===== config.mk =====
export PLATFORM = sky130hd
export DESIGN_NAME = ddr4_mr_init_seq
export DESIGN_NICKNAME = d
export VERILOG_FILES = /design/src/rtl/ddr4_mr_pkg.sv /design/src/rtl/ddr4_mr_code_enc.sv /design/src/rtl/ddr4_mr_word_build.sv /design/src/rtl/ddr4_mr_seq_fsm.sv /design/src/rtl/ddr4_mr_init_seq.sv
export SDC_FILE = /design/constraint.sdc
export NUM_CORES = 1
export LEC_CHECK = 0
export ABC_AREA = 1
export BUFFER_PORTS_ARGS = -buffer_cell sky130_fd_sc_hd__buf_2
export CORE_MARGIN = 3
export CORE_UTILIZATION = 34
export CTS_BUF_LIST = sky130_fd_sc_hd__clkbuf_16
export DETAILED_ROUTE_END_ITERATION = 7
export GPL_ROUTABILITY_DRIVEN = 0
export SYNTH_ARGS = -nofsm -noshare
export SYNTH_HDL_FRONTEND = slang
export SYNTH_HIERARCHICAL = 1
export SYNTH_SLANG_ARGS = --single-unit

===== constraint.sdc =====
create_clock -name clk -period 1.8 [get_ports clk]
set_input_delay 0.36 -clock clk [delete_from_list [all_inputs] [get_ports clk]]
set_output_delay 0.36 -clock clk [all_outputs]
set_load 0.005 [all_outputs]

===== src/rtl/ddr4_mr_pkg.sv =====
package ddr4_mr_pkg;

  localparam int SEQ_LEN  = 7;
  localparam int MR_VAL_W = 14;

  typedef struct packed {
    logic [4:0] cas;
    logic [3:0] wrec;
    logic [2:0] cwl;
    logic [2:0] ccd;
  } mr_codes_t;

  // Mode register targeted at each step of the power-up order.
  function automatic logic [2:0] step_to_mr(input int unsigned step);
    case (step)
      0:       step_to_mr = 3'd3;
      1:       step_to_mr = 3'd6;
      2:       step_to_mr = 3'd5;
      3:       step_to_mr = 3'd4;
      4:       step_to_mr = 3'd2;
      5:       step_to_mr = 3'd1;
      default: step_to_mr = 3'd0;
    endcase
  endfunction

  // Word written to mode register 'mr' for the captured codes.
  function automatic logic [MR_VAL_W-1:0] mr_word(input logic [2:0] mr, input mr_codes_t c);
    logic [MR_VAL_W-1:0] v;
    v = '0;
    case (mr)
      3'd0: begin
        v[2]    = c.cas[0];
        v[6:4]  = c.cas[3:1];
        v[12]   = c.cas[4];
        v[11:9] = c.wrec[2:0];
        v[13]   = c.wrec[3];
      end
      3'd1: v = 14'h0201;
      3'd2: begin
        v      = 14'h0200;
        v[5:3] = c.cwl;
      end
      3'd5: v = 14'h0420;
      3'd6: v[12:10] = c.ccd;
      default: v = '0;
    endcase
    return v;
  endfunction

endpackage


===== src/rtl/ddr4_mr_code_enc.sv =====
module ddr4_mr_code_enc
  import ddr4_mr_pkg::*;
#(
  parameter int CL_W  = 6,
  parameter int TW_W  = 5,
  parameter int CCD_W = 4
) (
  input  logic [CL_W-1:0]  cl_i,
  input  logic [TW_W-1:0]  wr_i,
  input  logic [TW_W-1:0]  cwl_i,
  input  logic [CCD_W-1:0] tccdl_i,
  output mr_codes_t        codes_o,
  output logic             ok_o
);

  logic cas_ok, wr_ok, cwl_ok, ccd_ok;

  always_comb begin
    cas_ok = 1'b1;
    case (32'(cl_i))
      9:  codes_o.cas = 5'h00;
      10: codes_o.cas = 5'h01;
      11: codes_o.cas = 5'h02;
      12: codes_o.cas = 5'h03;
      13: codes_o.cas = 5'h04;
      14: codes_o.cas = 5'h05;
      15: codes_o.cas = 5'h06;
      16: codes_o.cas = 5'h07;
      18: codes_o.cas = 5'h08;
      20: codes_o.cas = 5'h09;
      22: codes_o.cas = 5'h0A;
      24: codes_o.cas = 5'h0B;
      23: codes_o.cas = 5'h0C;
      17: codes_o.cas = 5'h0D;
      19: codes_o.cas = 5'h0E;
      21: codes_o.cas = 5'h0F;
      25: codes_o.cas = 5'h10;
      26: codes_o.cas = 5'h11;
      27: codes_o.cas = 5'h12;
      28: codes_o.cas = 5'h13;
      30: codes_o.cas = 5'h15;
      32: codes_o.cas = 5'h17;
      default: begin codes_o.cas = 5'h00; cas_ok = 1'b0; end
    endcase

    wr_ok = 1'b1;
    case (32'(wr_i))
      5:  codes_o.wrec = 4'd0;
      6:  codes_o.wrec = 4'd1;
      7:  codes_o.wrec = 4'd2;
      8:  codes_o.wrec = 4'd3;
      9:  codes_o.wrec = 4'd4;
      10: codes_o.wrec = 4'd5;
      12: codes_o.wrec = 4'd6;
      11: codes_o.wrec = 4'd7;
      13: codes_o.wrec = 4'd8;
      default: begin codes_o.wrec = 4'd0; wr_ok = 1'b0; end
    endcase

    cwl_ok = 1'b1;
    case (32'(cwl_i))
      9:  codes_o.cwl = 3'd0;
      10: codes_o.cwl = 3'd1;
      11: codes_o.cwl = 3'd2;
      12: codes_o.cwl = 3'd3;
      14: codes_o.cwl = 3'd4;
      16: codes_o.cwl = 3'd5;
      18: codes_o.cwl = 3'd6;
      20: codes_o.cwl = 3'd7;
      default: begin codes_o.cwl = 3'd0; cwl_ok = 1'b0; end
    endcase

    ccd_ok = 1'b1;
    case (32'(tccdl_i))
      4: codes_o.ccd = 3'd0;
      5: codes_o.ccd = 3'd1;
      6: codes_o.ccd = 3'd2;
      7: codes_o.ccd = 3'd3;
      8: codes_o.ccd = 3'd4;
      default: begin codes_o.ccd = 3'd0; ccd_ok = 1'b0; end
    endcase
  end

  assign ok_o = cas_ok & wr_ok & cwl_ok & ccd_ok;

endmodule


===== src/rtl/ddr4_mr_word_build.sv =====
module ddr4_mr_word_build
  import ddr4_mr_pkg::*;
#(
  parameter int MR_ADDR_W = 3,
  parameter int OP_W      = 14,
  localparam int IDX_W    = $clog2(SEQ_LEN)
) (
  input  mr_codes_t            codes_i,
  input  logic [IDX_W-1:0]     step_i,
  output logic [MR_ADDR_W-1:0] addr_o,
  output logic [OP_W-1:0]      op_o
);

  logic [MR_VAL_W-1:0] words [SEQ_LEN];
  logic [2:0]          mrs   [SEQ_LEN];

  for (genvar g = 0; g < SEQ_LEN; g++) begin : g_step
    assign mrs[g]   = step_to_mr(g);
    assign words[g] = mr_word(mrs[g], codes_i);
  end

  assign addr_o = MR_ADDR_W'(mrs[step_i]);
  assign op_o   = OP_W'(words[step_i]);

endmodule


===== src/rtl/ddr4_mr_seq_fsm.sv =====
module ddr4_mr_seq_fsm
  import ddr4_mr_pkg::*;
#(
  localparam int IDX_W = $clog2(SEQ_LEN)
) (
  input  logic             clk,
  input  logic             rst_n,
  input  logic             start_i,
  input  logic             is_ddr4_i,
  input  logic             codes_ok_i,
  input  logic             cmd_ready_i,
  input  logic             cmd_done_i,
  output logic             capture_o,
  output logic [IDX_W-1:0] step_o,
  output logic             cmd_valid_o,
  output logic             busy_o,
  output logic             done_o,
  output logic             err_o
);

  typedef enum logic [1:0] {S_IDLE, S_ISSUE, S_WAIT_HI, S_WAIT_LO} st_t;

  localparam logic [IDX_W-1:0] LAST = IDX_W'(SEQ_LEN - 1);

  st_t              state;
  logic [IDX_W-1:0] step;
  logic             done_q, err_q;

  assign capture_o = (state == S_IDLE) && start_i && is_ddr4_i && codes_ok_i;

  always_ff @(posedge clk or negedge rst_n) begin
    if (!rst_n) begin
      state  <= S_IDLE;
      step   <= '0;
      done_q <= 1'b0;
      err_q  <= 1'b0;
    end else begin
      case (state)
        S_IDLE: if (start_i) begin
          if (!is_ddr4_i) begin
            done_q <= 1'b1;
            err_q  <= 1'b0;
          end else if (!codes_ok_i) begin
            done_q <= 1'b0;
            err_q  <= 1'b1;
          end else begin
            done_q <= 1'b0;
            err_q  <= 1'b0;
            step   <= '0;
            state  <= S_ISSUE;
          end
        end
        S_ISSUE:   if (cmd_ready_i) state <= S_WAIT_HI;
        S_WAIT_HI: if (cmd_done_i)  state <= S_WAIT_LO;
        S_WAIT_LO: if (!cmd_done_i) begin
          if (step == LAST) begin
            state  <= S_IDLE;
            done_q <= 1'b1;
          end else begin
            step  <= step + 1'b1;
            state <= S_ISSUE;
          end
        end
        default: state <= S_IDLE;
      endcase
    end
  end

  assign step_o      = step;
  assign cmd_valid_o = (state == S_ISSUE);
  assign busy_o      = (state != S_IDLE);
  assign done_o      = done_q;
  assign err_o       = err_q;

endmodule


===== src/rtl/ddr4_mr_init_seq.sv =====
module ddr4_mr_init_seq
  import ddr4_mr_pkg::*;
#(
  parameter int CL_W      = 6,
  parameter int TW_W      = 5,
  parameter int CCD_W     = 4,
  parameter int MR_ADDR_W = 3,
  parameter int OP_W      = 14
) (
  input  logic                 clk,
  input  logic                 rst_n,
  input  logic                 start_i,
  input  logic                 is_ddr4_i,
  input  logic [CL_W-1:0]      cl_i,
  input  logic [TW_W-1:0]      wr_i,
  input  logic [TW_W-1:0]      cwl_i,
  input  logic [CCD_W-1:0]     tccdl_i,
  output logic                 cmd_valid_o,
  input  logic                 cmd_ready_i,
  output logic [MR_ADDR_W-1:0] cmd_addr_o,
  output logic [OP_W-1:0]      cmd_op_o,
  input  logic                 cmd_done_i,
  output logic                 busy_o,
  output logic                 done_o,
  output logic                 err_o
);

  localparam int IDX_W = $clog2(SEQ_LEN);

  mr_codes_t        codes_d, codes_q;
  logic             codes_ok, capture;
  logic [IDX_W-1:0] step;

  ddr4_mr_code_enc #(.CL_W(CL_W), .TW_W(TW_W), .CCD_W(CCD_W)) u_enc (
    .cl_i    (cl_i),
    .wr_i    (wr_i),
    .cwl_i   (cwl_i),
    .tccdl_i (tccdl_i),
    .codes_o (codes_d),
    .ok_o    (codes_ok)
  );

  // Codes are frozen at the accepted start.
  always_ff @(posedge clk or negedge rst_n) begin
    if (!rst_n)       codes_q <= '0;
    else if (capture) codes_q <= codes_d;
  end

  ddr4_mr_seq_fsm u_fsm (
    .clk         (clk),
    .rst_n       (rst_n),
    .start_i     (start_i),
    .is_ddr4_i   (is_ddr4_i),
    .codes_ok_i  (codes_ok),
    .cmd_ready_i (cmd_ready_i),
    .cmd_done_i  (cmd_done_i),
    .capture_o   (capture),
    .step_o      (step),
    .cmd_valid_o (cmd_valid_o),
    .busy_o      (busy_o),
    .done_o      (done_o),
    .err_o       (err_o)
  );

  ddr4_mr_word_build #(.MR_ADDR_W(MR_ADDR_W), .OP_W(OP_W)) u_build (
    .codes_i (codes_q),
    .step_i  (step),
    .addr_o  (cmd_addr_o),
    .op_o    (cmd_op_o)
  );

endmodule


======== Word-level counts from Yosys, hierarchy flattened ========
Memory sizes are Yosys's and may differ from the RTL's.
Index checks and enable logic that the tools add are counted.
storage, ports and cells
  ROM bits ................................ 24
  bits in registers ....................... 22
  memories ................................ 1
memories
  memory           words  width  read ports  clocked after memory_dff  wr ports  line                      text
  (no name shown)  8      3      1           0                         0         ddr4_mr_word_build.sv:22  assign addr_o = MR_ADDR_W'(mrs[step_i]);
cells by class
  magnitude comparators ................... 1
  bitwise operators ....................... 4
  reductions and logical operators ........ 14
  $add $sub $neg .......................... 1
  muxes and demuxes ....................... 34
  equality and inequality tests ........... 56
operators with widths
  kind                count
  $pmux 5 s21         1
  $eq 6x5->1 const B  14
  $eq 5x4->1 const B  11
  $bmux 14 s3         1
  $eq 6x4->1 const B  7
  $pmux 4 s8          1
  $mux 14             2
  $reduce_or 22->1    1
  $mux 3              7
  $pmux 3 s7          1
  $eq 4x3->1 const B  4
  $eq 5x3->1 const B  3
  $eq 5x5->1 const B  3
  $mux 2              6
  $pmux 3 s4          1
  $reduce_and 6->1    2
  $mux 1              11
  $ne 2x2->1 const B  5
  $reduce_or 9->1     1
  $pmux 2 s4          1
  $reduce_or 8->1     1
  $eq 6x6->1 const B  1
  $ne 2x1->1 const B  3
  $pmux 3 s2          1
  15 further kinds    21

======== Logic depth before layout (Yosys ltp) ========
Gate-level depths: netlist (run 1).
  word-level depth ........................ 10
  gate-level depth with buffers ........... 16

======== Hierarchy ========
The synthesis (run 1) kept the hierarchy.
by module, submodules not included
  module              cells each  sequential area each (µm²)  instances  area an instance (µm²)
  ddr4_mr_code_enc    140         0.0                         1          640.6
  ddr4_mr_init_seq    64          375.4                       1          608.1
  ddr4_mr_seq_fsm     76          175.2                       1          530.5
  ddr4_mr_word_build  50          0.0                         1          264.0

======== Least setup slack after synthesis (run 1) ========
Ideal clock, no wire load.
  path kind ............................... input to register
  start ................................... input cl_i[5]
  end ..................................... register codes_q[8] (netlist bit)
  cell stages on the path ................. 16
  buffers on the path ..................... 2
  setup time .............................. 116 ps
  arrival time ............................ 1,545 ps
  slack ................................... 139 ps
  cell sequence ........................... inv_2 -> nand2_4 -> nor2_2 -> nand2_1 -> nand2_2 -> nor2_2 -> nand2_1 -> nor2_1 -> nor2_1 -> inv_1 -> nor2_1 -> buf_6 -> inv_6 -> buf_12 -> nand2_1 -> nand2_1
between the ends
  word-level cells in the longest chain between the ends .. 7
  elaborated cells on any way between the ends .. 28
  classes of those cells .................. eq/ne: 22; mux: 1; bitwise: 3; reduce/logical: 2
ends and longest elaborated chain
  element                                   line                    text
  start, declared                           ddr4_mr_init_seq.sv:14  input logic [CL_W-1:0] cl_i,
  $eq 6x4->1, or another cell as far along  ddr4_mr_code_enc.sv:20  case (32'(cl_i))
  $reduce_or 22->1 (no source line) (*)     -
  $mux 1 (*)                                ddr4_mr_code_enc.sv:20
  $and 1x1->1 (*) (3 in a row)              ddr4_mr_code_enc.sv:84  assign ok_o = cas_ok & wr_ok & cwl_ok & ccd_ok;
  via codes_ok                              ddr4_mr_init_seq.sv:31  logic codes_ok, capture;
  $logic_and 1x1->1 (*)                     ddr4_mr_seq_fsm.sv:29   assign capture_o = (state == S_IDLE) && start_i && is_ddr4_i && codes_ok_i;
  via capture                               ddr4_mr_init_seq.sv:31
  end signal, assigned                      ddr4_mr_init_seq.sv:46  else if (capture) codes_q <= codes_d;
  end, declared                             ddr4_mr_init_seq.sv:30  mr_codes_t codes_d, codes_q;
The timed path passes the listed nets; every way through them passes the cells marked *.
A chain may end at the register's enable or synchronous reset.

======== Worst setup path in the final report (run 1) ========
  start ................................... register u_fsm.step[0], in the netlist u_fsm/step_o[0]
  end ..................................... output cmd_op_o[4]
between the ends
  word-level cells in the longest chain between the ends .. 4
ends and longest elaborated chain
  element                                     line                      text
  start, declared                             ddr4_mr_seq_fsm.sv:26     logic [IDX_W-1:0] step;
  start signal, assigned                      ddr4_mr_seq_fsm.sv:60     step <= step + 1'b1;
  $not 3->4 (not written as such)             ddr4_mr_word_build.sv:23  assign op_o = OP_W'(words[step_i]);
  $bmux 14 s3                                 ddr4_mr_word_build.sv:23
  $mux 14 (not written as such) (2 in a row)  ddr4_mr_word_build.sv:23
  end, declared                               ddr4_mr_init_seq.sv:21    output logic [OP_W-1:0] cmd_op_o,
No other way between the ends. The select of a mux whose other input is x is not followed.

==> run summary, run 1 <==
The flow ran to the end, and the final reports show no timing, DRC or antenna violations. Leaving out fill and tap cells, the most frequent cell in the layout is nand2_1. Global routing consumed, over all layers together, 13.91% of the routing resources. The leakage power is 1.513 nW.

The highest metal layer used by the detailed router is met4. The largest stage delay on the critical path came out at 0.49 ns. After clock tree synthesis, the clock-pin slew on the worst setup and hold paths is 0.06 ns. The number of global-route vias before repair came out at 2,014. The maximum buffer depth of the clock tree is 2. The arithmetic-cell share of the synthesized area counting full adders, half adders and majority gates came out at 4.899%. The post-synthesis average cell area is 6.192 um^2. The number of endpoints failing setup at the final stage came out at 0.

Walking the worst path, the cells encountered are buf_4 -> nor2_2 -> nand3_1 -> nand2_1 -> buf_2. In this run the register-to-register setup slack is 0.19 ns. Dividing total power by cell area gives a power density of 772.5 nW/um^2. Global routing finished with a remaining overflow of 0.

The HPWL after detailed placement is 3845 um. The gate count after technology mapping came out at 330. The overall die area is 6976 um^2. The area of the core is 5675 um^2. The xor and xnor area share after synthesis is 0%. The clock arrives with 0.001575 ns of skew. The post-synthesis instance area is 2043 um^2. Leaving out fill and tap cells, the most frequent cells in the layout are nand2_1 (112), buf_2 (43), inv_1 (42), nor2_1 (37), nand3_1 (33).

The clock reaches the later pin of the worst-skew pair after 0.25 ns. The largest total area in the synthesized netlist belongs to dfrtp_1. The distinct cell type count of the synthesized netlist is 30. The share of the yosys chip area belonging to registers is 26.94%. Setup repair after global routing could not meet its margin everywhere.

The cell with the biggest individual delay on the critical path is dfrtp_2. The effective utilization at floorplan came out at 36.00%. The portion of synthesized cell area occupied by the leading cell type came out at 26.94%. In this run the remaining antenna-violating nets after routing total 0. The detail-routed via count per cell is 4.512.

Yosys attributes the largest share of cell area to dfrtp_1 (27%), nand2_1 (21%), nand3_1 (8.1%), inv_1 (7.9%), nor2_1 (7.5%). The compound-cell area share of the yosys netlist came out at 3.674%. The standard cell area after detailed placement came out at 2441 um^2. Detailed routing inserted a total of 2,107 vias. From synthesis to final layout, the design area changed by 26.33%. The number of cells on the worst reg-to-reg path is 8. The path class of the tightest hold or removal check is in2async.

After synthesis the netlist holds a flip-flop and latch count of 22. Measured against the total synthesized area, the mux share comes to 0%. The height of the die is 83.52 um.

The final net count came out at 430. The iteration-0 DRC count of the detailed router is 90. Detailed routing placed a total of 163 um of wire on met3. The count of pins over their slew limit came out at 0. The die outline width is 83.52 um. The type of element capturing the critical path is a primary output.

The initial antenna violation count was 0. The count of final hold-check violations came to 0. STA classifies the critical path startpoint as a flip-flop.

The critical path data arrival time came out at 1.34 ns. During placement, the flow inserted port buffers numbering 43. Of all nets on the critical path, the largest fanout is 7. The TritonCTS clock tree is yes.

The number of iterations in the first detailed-routing pass came out at 4. After detailed routing, the met2 layer carries 2218 um of wire. The detailed-routing wirelength on met1 is 2293 um. Hold timing on the final database bottoms out at a slack of 0.06357 ns. The maximum level of the CTS H-tree came out at 1. The placement row count is 27. The worst path uses 94.68% of the clock period. The worst register-to-register path ends at codes_q[5]$_DFFE_PN0P_. The tool flagged a number of max-cap violations equal to 0. For this run, design rule violations remaining after detail routing come to 0. The shortest period the worst path allows is 1.704 ns. The count of synthesis-stage warnings from yosys came out at 6. The number of top-level design ports is 47. The top achievable clock speed is 586.8 MHz.

The startpoint of the worst register-to-register path is u_fsm/state[0]$_DFFE_PN0P_. The worst ir drop on vdd came out at 0.0004327 V. The global-route wire length before repair is 8459 um. The total number of clock tree sinks is 22. The total CTS buffers is 3. The area of all placed cells without fillers is 2581 um^2.

The detailed-route wire length came out at 4719 um. The maximum number of pins on one net before global-route repair came out at 23. The average detailed-routed wire length per instance came out at 10.10 um.

The endpoint required time on the critical path came out at 1.44 ns. The fraction of layout cells with a size suffix above 1 is 30.63%. The critical path in this run is classified as reg2out.

The simple-gate share of the synthesized area is 49.30%. The antenna diode instance count came out at 0. In this run the clock root is driven by a clkbuf_16. After routing, the total negative slack on setup checks comes to 0 ns. After synthesis, the largest family of logic cells by area is simple AND/OR/NAND/NOR gates.
## worst max-delay path, delay by kind of cell, from the launching register on
kind / cells / cell delay, ns
buffers and inverters: 2 / 0.30
and+or+nand+nor: 3 / 0.30
DFF: 1 / 0.49
## timing repair
item | 4_1_cts | 5_1_grt
endpoints found under the setup margin | 1 | 28
pin swaps | 0 | 3
endpoints found under the hold margin | 0 | 0
hold buffers | 0 | 0
gates resized for setup | 1 | 16
buffers inserted | 0 | 1
## final cells by class
class,count,area [um^2]
repair buffers,68,402.9
inverters,54,211.5
clock buffers,3,75.07
well taps,72,90.09
fillers,595,3094
multi-input cells,247,1244
flip-flops and latches,22,554.3
clock inverters,1,3.754
## Yosys cell counts
cell	number
a21oi_1	4
nand2_1	113
nand4_1	7
or2_0	1
nor2_8	1
nand3b_1	1
dfrtp_1	22
nand2_2	14
a21oi_2	1
nor2_2	8
nor2_1	41
o21ai_0	2
nor2_4	2
buf_6	4
clkinv_2	1
o2111ai_1	1
buf_12	1
nand3_1	33
nand2_4	1
nor3_1	1
buf_4	4
inv_6	1
o22ai_1	2
ha_1	8
inv_4	1
conb_1	1
inv_2	8
o211ai_1	2
nor3_2	1
inv_1	43
## kinds of logic after synthesis
group	Yosys count
other	1
AOI/OAI and AO/OA	12
buffers and inverters	63
DFF	22
and+or+nand+nor	224
adders and majority gates	8
## stage by stage
step	power [W]	cells	utilization, %	setup slack (ns)
after CTS	0.001945	466	44.42	0.02312
after floorplan	0.001200	332	-	0.1386
after detailed placement	0.001473	462	43.01	-0.1211
after global routing	0.002184	467	45.48	-0.00006151
final	0.001994	467	45.48	0.09570
after global placement	0.001471	462	43.01	-0.1258
## routing by layer
layer	track usage, %	vias to the layer above
met2	23.83	39
li1	-	1135
met1	18.34	929
met5	0	-
met4	4.386	0
met3	1.481	4
## report_power, final
group | switching [W] | total (W) | internal [W]
clock | 0.000166 | 0.000462 | 0.000296
combinational | 0.000523 | 0.000884 | 0.000361
sequential | 0.0000857 | 0.000648 | 0.000562
total | 0.000775 | 0.00199 | 0.00122
## registers in the layout, summed over array words and instances, names as in the netlist
name	cells
u_fsm/step_o	3
codes_q	15
u_fsm/err_o	1
u_fsm/state	2
u_fsm/done_o	1
## worst max path at each step
stage / to / from / depth (start not counted)
after floorplan: codes_q[8]$_DFFE_PN0P_ / cl_i[5] / 16
after global placement: u_fsm/step_o[2]$_DFFE_PN0P_ / cl_i[5] / 17
after detailed placement: u_fsm/step_o[2]$_DFFE_PN0P_ / cl_i[5] / 17
after CTS: cmd_op_o[4] / u_fsm/step_o[0]$_DFFE_PN0P_ / 5
after global routing: u_fsm/step_o[1]$_DFFE_PN0P_ / cl_i[0] / 17
final: cmd_op_o[4] / u_fsm/step_o[0]$_DFFE_PN0P_ / 5
No activity file was read; power rests on OpenSTA's default activity.
==> inputs of run 2 (changes only) <==
Settings changed: CORE_MARGIN 3 to 1.5.
==> run summary, run 2 (synthesis gave the netlist of run 1 again) <==
The number of iterations in the first detailed-routing pass is 4 (unchanged). The worst setup path is captured at a primary output. The total CTS buffers came out at 3 (unchanged). The most frequent standard cell in the layout excluding fill and tap cells is nand2_1. Walking the worst path, the cells encountered are buf_4 -> nor2_8 -> nand2_2 -> nor2_1 -> buf_2. The maximum buffer depth of the clock tree is 2 (unchanged). The number of endpoints failing setup at the final stage came out at 0 (unchanged). Following the worst setup path forward leads to its endpoint at cmd_op_o[13]. The leakage power is 1.531 nW (+1.2%). The cell family with the largest share of critical-path delay is flip-flops. The number of cells on the worst reg-to-reg path is 7 (-1). In this run the critical register-to-register path is launched from u_fsm/state[1]$_DFFE_PN0P_.

The library cells used most frequently in the layout, excluding fill and tap cells, are nand2_1 (113), buf_2 (43), inv_1 (43), nor2_1 (39), nand3_1 (33). The count of unresolved DRC violations after routing is 0 (unchanged). The power spent charging and discharging nets was 0.0007835 W (+1.1%). The worst ir drop on vdd is 0.0004746 V (+9.7%).

The multi-input logic area is 1224 um^2 (-1.6%). The total number of clock tree sinks came out at 22 (unchanged). The final sum of negative setup slack is 0 ns (unchanged).

The startpoint class of the critical path is a flip-flop. The worst setup path is of the reg2out kind. The run finished with clean final reports. The total buffers and inverters traversed by the critical path was 2 (unchanged). The internal reg-to-reg setup slack is 0.23 ns (+0.04 ns). The slowest stage of the critical path is the dfrtp_1 cell. The average detailed-routed wire length per instance is 10.13 um (+0.22%). The count of vias placed by the detailed router is 2,117 (+0.47%).

The final worst-path cycle share is 95.74% (+1.1 points). The global-route congestion overflow total was 0 (unchanged). The initial antenna violation count came out at 0 (unchanged). The proportion of total power due to net switching came out at 36.85% (-2.0 points).

Headroom to the max-slew limit came out at 66.48%. The number of top-level design ports came out at 47 (unchanged). The height of the die came out at 80.52 um (-3.6%).

The fraction of layout cells with a size suffix above 1 came to 29.29% (-1.3 points). The worst-margin pin slew came out at 0.5027 ns. The final net count came to 431 (+0.23%). The iteration-0 DRC count of the detailed router is 115 (+28%). The flip-flop count of the largest register after layout is 15 (unchanged). The count of pins over their slew limit came out at 0 (unchanged). The detail-routed via count per cell came out at 4.495 (-0.38%). The total stage count of the critical path is 5 (unchanged). The combinational group share of total power is 41.3% (-3.1 points).

The number of routed nets with antenna violations was 0 (unchanged). The count of fill cells added during filler insertion is 624 (+4.9%). The buffer type at the clock tree root is clkbuf_16. The maximum number of pins on one net before global-route repair is 23 (unchanged). The overall die area is 6483 um^2 (-7.1%).

The register with the highest flop count is codes_q. In this run the worst setup path begins at u_fsm/step_o[0]$_DFFE_PN0P_. The antenna diode instance count came out at 0 (unchanged). The clock transition at the registers of the reported paths came out at 0.06 ns (about the same).

The detailed-route wire length came out at 4770 um (+1.1%). The number of max-cap violations is 0 (unchanged). The internal power summed over all cells came to 0.001343 W (+10%). Setup repair after global routing could not meet its margin everywhere.

The area taken by flip-flops and latches is 553.0 um^2 (-0.23%). The clock latency on the worst-skew pair is 0.25 ns (about the same). The effective utilization at floorplan came to 34.92% (-1.1 points). The maximum clock skew at final layout is 0.002615 ns (+0.001040 ns). The placement row count came out at 28 (+3.7%). The total global routing track utilization came out at 15.97% (+2.1 points). The cts-stage hold buffer count is 0 (unchanged). The largest stage delay on the critical path came out at 0.43 ns (-0.06 ns). The power share of the sequential group was 29.4% (-3.1 points). The part of the power in the clock network came out at 29.3% (+6.1 points). Relative to the synthesized area, the layout overhead comes to 27.13%. The maximum level of the CTS H-tree is 1 (unchanged). The destination of the worst register-to-register timing path is codes_q[2]$_DFFE_PN0P_. The total power consumption of the routed design came out at 0.002126 W (+6.6%).

The estimated wirelength of the detail-placed design came out at 3918 um (+1.9%). TritonCTS built the clock tree. The global-route wire length before repair came out at 8349 um (-1.3%). The number of I/O port buffers came out at 43 (unchanged). The critical path data arrival time came out at 1.36 ns (+0.02 ns). The count of final hold-check violations is 0 (unchanged).

The total power divided by cell area came out at 818.5 nW/um^2 (+6.0%). The path class of the lowest-slack min-delay path is in2async. The shortest period the worst path allows came to 1.723 ns (+0.01911 ns). The maximum fanout along the worst path came to 9 (+2). The die outline width was 80.52 um (-3.6%). The endpoint required time on the critical path is 1.44 ns (about the same). The top achievable clock speed is 580.2 MHz (-1.1%).

The number of global-route vias before repair was 2,016 (+0.099%). The area of the core is 5851 um^2 (+3.1%).
[run 2: timing repair]
item | 4_1_cts | 5_1_grt
resized for setup | 1 | 8
pin swaps | 0 | 1
setup buffers | 0 | 0
setup endpoints to repair | 1 | 25
[run 2: power by group through the flow]
stage               sequential (W)  clock, W  combinational [W]
floorplan                 0.000625         0           0.000575
global placement          0.000633         0           0.000833
detailed placement        0.000635         0           0.000845
CTS                       0.000627  0.000629           0.000853
global route              0.000638  0.000648            0.00100
finish                    0.000626  0.000622           0.000878
[run 2: worst min-delay path by stage]
| stage | start | end | depth (start not counted) | slack (ns) |
|---|---|---|---|---|
| after floorplan | rst_n | codes_q[0]$_DFFE_PN0P_ | 0 | 0.06 |
| after global placement | rst_n | u_fsm/done_o$_DFFE_PN0P_ | 1 | 0.35 |
| after detailed placement | rst_n | u_fsm/state[1]$_DFFE_PN0P_ | 1 | 0.36 |
| after CTS | rst_n | u_fsm/state[1]$_DFFE_PN0P_ | 1 | 0.09 |
| after global routing | rst_n | u_fsm/state[1]$_DFFE_PN0P_ | 1 | 0.11 |
| final | rst_n | u_fsm/done_o$_DFFE_PN0P_ | 1 | 0.07 |
[run 2: cell type report]
type | instances | share of cell area, %
Tap cell | 75 | 3.613
Sequential cell | 22 | 21.29
Timing Repair Buffer | 69 | 15.80
Clock inverter | 1 | 1.156
Multi-Input combinational cell | 247 | 47.11
Clock buffer | 3 | 2.890
Inverter | 54 | 8.141
[run 2: through the flow]
stage	instances	hold WS (ns)	utilization (%)	area [um^2]	setup slack (ns)
6_report	471	0.06931	44.40	2597	0.07659
5_1_grt	471	0.1085	44.40	2597	-0.01082
4_1_cts	471	0.08889	43.86	2566	0.05472
3_5_place_dp	467	0.3577	42.04	2460	-0.1778
3_3_place_gp	467	0.3515	42.04	2460	-0.08986
2_1_floorplan	332	0.06441	-	2051	0.1386
[run 2: per-layer routing]
metal	GRT usage, %	share of wire (%)	vias up
li1	-	-	1136
met1	20.46	46	931
met2	28.24	48	44
met3	1.250	4.1	6
met4	5.000	1.3	0
met5	0	0	-
